[src/rtl/psl_pkg.sv]
package psl_pkg;

  localparam int SEL_W  = 2;
  localparam int CODE_W = 3;
  localparam int CNT_W  = 4;
  localparam int PRE_W  = 2;

  typedef enum logic [SEL_W-1:0] {
    SEL_DIRECT  = 2'd0,
    SEL_HALF    = 2'd1,
    SEL_QUARTER = 2'd2,
    SEL_AUX     = 2'd3
  } postSel_e;

  // enables handed from the post-scaler control to the load divider
  typedef struct packed {
    logic riseTick;   // post-scaled clock rises at this clk edge
    logic fallTick;   // post-scaled clock falls at this clk edge (divided modes)
    logic fullRate;   // direct mode: falling copy is taken on clk negedge
  } strobes_t;

  function automatic logic [CNT_W-1:0] modulusOf(input logic [CODE_W-1:0] code);
    logic [CNT_W-1:0] n;
    case (code)
      3'd0:    n = CNT_W'(3);
      3'd1:    n = CNT_W'(4);
      3'd2:    n = CNT_W'(5);
      3'd3:    n = CNT_W'(6);
      3'd4:    n = CNT_W'(8);
      default: n = CNT_W'(10);
    endcase
    return n;
  endfunction

endpackage

[src/rtl/psl_postscale_ctrl.sv]
module psl_postscale_ctrl
  import psl_pkg::*;
(
  input  logic              clk,
  input  logic              rstN,
  input  logic [SEL_W-1:0]  postSel,
  input  logic              auxBit,
  output strobes_t          strobes,
  output logic              postClk
);

  postSel_e         selQ;
  logic [PRE_W-1:0] divCnt;
  logic [PRE_W-1:0] divNext;
  logic             postReg;

  assign divNext = divCnt + PRE_W'(1);

  always_ff @(posedge clk or negedge rstN) begin
    if (!rstN) begin
      selQ    <= SEL_DIRECT;
      divCnt  <= '0;
      postReg <= 1'b0;
    end else begin
      selQ   <= postSel_e'(postSel);
      divCnt <= divNext;
      case (selQ)
        SEL_HALF:    postReg <= divNext[0];
        SEL_QUARTER: postReg <= divNext[PRE_W-1];
        SEL_AUX:     postReg <= auxBit;
        default:     postReg <= 1'b0;
      endcase
    end
  end

  always_comb begin
    strobes = '0;
    case (selQ)
      SEL_DIRECT: begin
        strobes.riseTick = 1'b1;
        strobes.fullRate = 1'b1;
      end
      SEL_HALF: begin
        strobes.riseTick = (divCnt[0] == 1'b0);
        strobes.fallTick = (divCnt[0] == 1'b1);
      end
      SEL_QUARTER: begin
        strobes.riseTick = (divCnt == PRE_W'(1));
        strobes.fallTick = (divCnt == PRE_W'(3));
      end
      default: strobes = '0;
    endcase
  end

  // direct mode passes the oscillator clock, gated low during reset
  assign postClk = (selQ == SEL_DIRECT) ? (clk & rstN) : postReg;

  assert_half_phase_R2: assert property (@(posedge clk) disable iff (!rstN)
    ($past(selQ) == SEL_HALF) |-> (postReg == divCnt[0]));

  assert_quarter_phase_R2: assert property (@(posedge clk) disable iff (!rstN)
    ($past(selQ) == SEL_QUARTER) |-> (postReg == divCnt[PRE_W-1]));

  assert_aux_follow_R3: assert property (@(posedge clk) disable iff (!rstN)
    ($past(selQ) == SEL_AUX) |-> (postReg == $past(auxBit)));

endmodule

[src/rtl/psl_loaddiv.sv]
module psl_loaddiv
  import psl_pkg::*;
(
  input  logic              clk,
  input  logic              rstN,
  input  strobes_t          strobes,
  input  logic [CODE_W-1:0] modCode,
  output logic              loadClk
);

  logic [CODE_W-1:0] activeCode;
  logic [CNT_W-1:0]  cnt;
  logic [CNT_W-1:0]  activeN;
  logic [CNT_W-1:0]  useN;
  logic [CNT_W-1:0]  nextCnt;
  logic [CNT_W-1:0]  hiCount;
  logic              started;
  logic              wrap;
  logic              aReg;
  logic              aNext;
  logic              bPos;
  logic              bNeg;
  logic              bSel;
  logic              isOdd;

  assign activeN = modulusOf(activeCode);
  assign wrap    = !started || (cnt == activeN - CNT_W'(1));
  assign useN    = wrap ? modulusOf(modCode) : activeN;
  assign nextCnt = wrap ? '0 : cnt + CNT_W'(1);
  assign hiCount = useN >> 1;          // N/2 even, (N-1)/2 odd
  assign aNext   = (nextCnt < hiCount);
  assign isOdd   = activeN[0];

  // rising-edge phase, advanced once per post-scaled period
  always_ff @(posedge clk or negedge rstN) begin
    if (!rstN) begin
      cnt        <= '0;
      started    <= 1'b0;
      aReg       <= 1'b0;
      activeCode <= '0;
    end else if (strobes.riseTick) begin
      cnt     <= nextCnt;
      aReg    <= aNext;
      started <= 1'b1;
      if (wrap) activeCode <= modCode;
    end
  end

  // half-period copy for divided modes: taken where the post clock falls
  always_ff @(posedge clk or negedge rstN) begin
    if (!rstN)                 bPos <= 1'b0;
    else if (strobes.fallTick) bPos <= aReg;
  end

  // half-period copy for direct mode: taken on the oscillator falling edge
  always_ff @(negedge clk or negedge rstN) begin
    if (!rstN)                 bNeg <= 1'b0;
    else if (strobes.fullRate) bNeg <= aReg;
  end

  assign bSel    = strobes.fullRate ? bNeg : bPos;
  assign loadClk = isOdd ? (aReg | bSel) : aReg;

  assert_cnt_range_R4: assert property (@(posedge clk) disable iff (!rstN)
    started |-> (cnt < activeN));

  assert_wrap_high_R5: assert property (@(posedge clk) disable iff (!rstN)
    (strobes.riseTick && wrap) |=> aReg);

  assert_mod_latch_R7: assert property (@(posedge clk) disable iff (!rstN)
    !(strobes.riseTick && wrap) |=> $stable(activeCode));

  assert_hold_R8: assert property (@(posedge clk) disable iff (!rstN)
    !strobes.riseTick |=> ($stable(cnt) && $stable(aReg)));

endmodule

[src/rtl/clk_postscale_loaddiv.sv]
module clk_postscale_loaddiv
  import psl_pkg::*;
(
  input  logic              clk,
  input  logic              rstN,
  input  logic [SEL_W-1:0]  postSel,
  input  logic              auxBit,
  input  logic [CODE_W-1:0] modCode,
  output logic              postClk,
  output logic              loadClk
);

  strobes_t strobes;

  psl_postscale_ctrl u_ctrl (
    .clk     (clk),
    .rstN    (rstN),
    .postSel (postSel),
    .auxBit  (auxBit),
    .strobes (strobes),
    .postClk (postClk)
  );

  psl_loaddiv u_div (
    .clk     (clk),
    .rstN    (rstN),
    .strobes (strobes),
    .modCode (modCode),
    .loadClk (loadClk)
  );

endmodule

[config.mk]
export PLATFORM = sky130hd
export DESIGN_NAME = clk_postscale_loaddiv
export DESIGN_NICKNAME = d
export VERILOG_FILES = /design/src/rtl/psl_pkg.sv /design/src/rtl/psl_postscale_ctrl.sv /design/src/rtl/psl_loaddiv.sv /design/src/rtl/clk_postscale_loaddiv.sv
export SDC_FILE = /design/constraint.sdc
export NUM_CORES = 1
export LEC_CHECK = 0
export ABC_AREA = 1
export BUFFER_PORTS_ARGS = -buffer_cell sky130_fd_sc_hd__buf_4
export CAP_MARGIN = 20
export CORE_MARGIN = 2
export CORE_UTILIZATION = 43
export CTS_BUF_LIST = sky130_fd_sc_hd__clkbuf_4
export DETAILED_ROUTE_END_ITERATION = 16
export GPL_TIMING_DRIVEN = 0
export PLACE_DENSITY = 0.62
export SYNTH_ARGS = -nofsm -noshare
export SYNTH_HDL_FRONTEND = slang
export SYNTH_SLANG_ARGS = --single-unit
[constraint.sdc]
create_clock -name clk -period 4 [get_ports clk]
set_input_delay 0 -clock clk [delete_from_list [all_inputs] [get_ports clk]]
set_output_delay 0 -clock clk [all_outputs]
set_load 0.01 [all_outputs]
==> flow_summary.toml <==
[min_path]
hp-class = "in -> reg"
holdPathStages = 2

[sta]
final-hold-violation-count = 0
drv_slew = 0
skew_ps = 8.12
setup-tns-final_ps = 0
worst_slew_pin_slew_ps = 717
relSlewSlack = 0.520
setup_violations = 0
rsz0062_at_grt = "no"

[placement]
dpl.hpwl_um = 1510
gp_congestion = 0.773
place_area_mm2 = 0.00117
portBuffers = 9

[cells_and_area]
mostFrequentLayoutCell = "nand2_1"
area_growth_pct = 21.9
fin_area_mm2 = 0.00130
drive_above_1_share = 0.141
diodes = 0
mostFrequentLayoutCells = "nand2_1 (42), inv_1 (28), dfrtp_1 (15), o21ai_0 (13), ha_1 (11)"
fill_cells = 232
finish.net_count = 190

[drt]
initialDrtViolationCount = 18
drt_pass1_iterations = 4
drc = 0
wire_per_inst_um = 10.4
drt_wl_total_um = 2080
avgViaCountPerCell = 4.65
ant_nets = 0
vias = 930

[worst_setup_path]
path_max_fanout = 2
cp_common_cell = "o21ai_0"
cp.required_ps = 4000
slowest_delay_ps = 400
path_cells = "inv_1, nand2_1, o21ai_0, o21ai_0, buf_4"
arrival_ps = 3280
critPathKind = "reg -> out"
worstSetupStartpointType = "flip-flop"
cp_slowest_cell = "dfrtn_1"
crit_buf_inv = 2
worstSetupEndpointType = "output port"
critical_path_depth = 5
ff2ff_path_depth = 4
cp_top_family = "flip-flops"

[pwr]
pwr-share-seq = 0.300
p_comb_frac = 0.539
irDropWorstVdd_mv = 0.405
p_clk_frac = 0.162
leakage_nw = 0.705
p_switching_mw = 0.394
swShare = 0.455
p_per_area_mw_per_mm2 = 665
internal_power_mw = 0.473

[clock_tree]
cts_resized = 0
cts_tree = "done"
path_clk_slew_ps = 100
clk_latency_ps = 410

[status]
status = "complete, no violations"

[synthesis]
yosys_register_bits = 16
yosysUniqueCellTypes = 23
synth.top_cell.area_share = 0.351
syn_area_per_cell_um2 = 7.33
synth_area_mm2 = 0.00107
yosysWarnings = 0
yosysSeqAreaShare = 0.374
syn_nets = 165
synth.largest_area_cell = "dfrtp_1"
synth_cells = 146
synth_area_leaders = "dfrtp_1 (35%), nand2_1 (15%), ha_1 (13%)"

[global_route]
overflow = 0
grt_pass1_vias = 868
grt_max_degree = 16
track_usage = 0.177
grt_first_pass_wirelength_um = 3550
antenna_found_initial = 0

[floorplanning]
rows = 18
core_area_mm2 = 0.00241
pin_count = 10
initial_core_util = 0.444
die_y_um = 53.9
dieArea_mm2 = 0.00290
die_w_um = 53.9

[job]
cap_viol_max_count = 0
[worst paths after layout]
path	from	end	slack, ps
setup / recovery	u_div.bNeg	loadClk	720
hold reg to reg	u_div.bNeg	u_div.bNeg	490
max in group asynchronous	rstN	u_div.bNeg	2100
hold / removal	postSel[0]	u_ctrl.selQ[0]	250
min in group asynchronous	rstN	u_div.cnt[1]	730
setup reg to reg	u_ctrl.selQ[0]	u_div.bNeg	960
[power by group through the flow]
stage	clock network [mW]	logic (mW)	registers, mW
3_5_place_dp	0.00522	0.460	0.263
6_report	0.140	0.467	0.260
3_3_place_gp	0.00522	0.446	0.260
4_1_cts	0.146	0.469	0.260
5_1_grt	0.151	0.556	0.266
2_1_floorplan	0.00265	0.373	0.249
[routing by layer]
metal,vias to the layer above,GRT usage,part of all wire
met3,6,0.0583,0.034
met2,13,0.272,0.45
met1,406,0.217,0.50
met5,-,0,0
met4,0,0.0940,0.020
li1,505,-,-
[synth_stat cells]
cell      count
o211ai_1      1
inv_1        28
ha_1         11
a21oi_1       3
nand3_2       1
nor3_1        1
o21ai_1       2
nand2_4       1
dfrtn_1       1
nand2_1      42
xor2_1        1
nand3_1      10
a21oi_2       1
o21ai_0      13
a31oi_1       1
nor2_1        6
nand2_2       1
nor2_2        1
inv_2         2
xnor2_1       1
o21a_1        1
dfrtp_1      15
or2_2         2
[stage by stage]
step           instances  worst slack [ps]  power [mW]  utilization  hold slack [ps]
2_1_floorplan        146              1050       0.624            -             -296
3_3_place_gp         185               993       0.711        0.488             -123
3_5_place_dp         185               967       0.728        0.488             -119
4_1_cts              200               697       0.875        0.541              229
5_1_grt              200               616       0.973        0.541              236
6_report             200               717       0.867        0.541              248
[final cells by class]
| type | instances | area (um^2) | share of cell area |
|---|---|---|---|
| Timing Repair Buffer | 16 | 140 | 0.107 |
| Tap cell | 30 | 37.5 | 0.0288 |
| Inverter | 30 | 113 | 0.0864 |
| Clock buffer | 7 | 52.6 | 0.0403 |
| Sequential cell | 16 | 400 | 0.307 |
| Clock inverter | 1 | 3.75 | 0.00288 |
| Multi-Input combinational cell | 100 | 557 | 0.427 |
[timing repair]
| action | in CTS | in global routing |
|---|---|---|
| buffers inserted | 0 | 0 |
| hold endpoints to repair | 21 | 0 |
| hold buffers | 8 | 0 |
| endpoints found under the setup margin | 0 | 0 |
[cell families after synthesis]
group / share of synthesized area
simple gates: 0.263
buf+inv: 0.105
compound gates: 0.112
flops: 0.374
fa+ha+maj: 0.129
xor+xnor: 0.0164
[flip-flops by register name (all words and copies together), names as in the netlist]
name,count
u_ctrl.divCnt,2
u_ctrl.postReg,1
u_ctrl.selQ,2
u_div.aReg,1
u_div.activeCode,3
u_div.bNeg,1
u_div.bPos,1
u_div.cnt,4
u_div.started,1
Note: power is estimated with default switching activity, not from simulation.
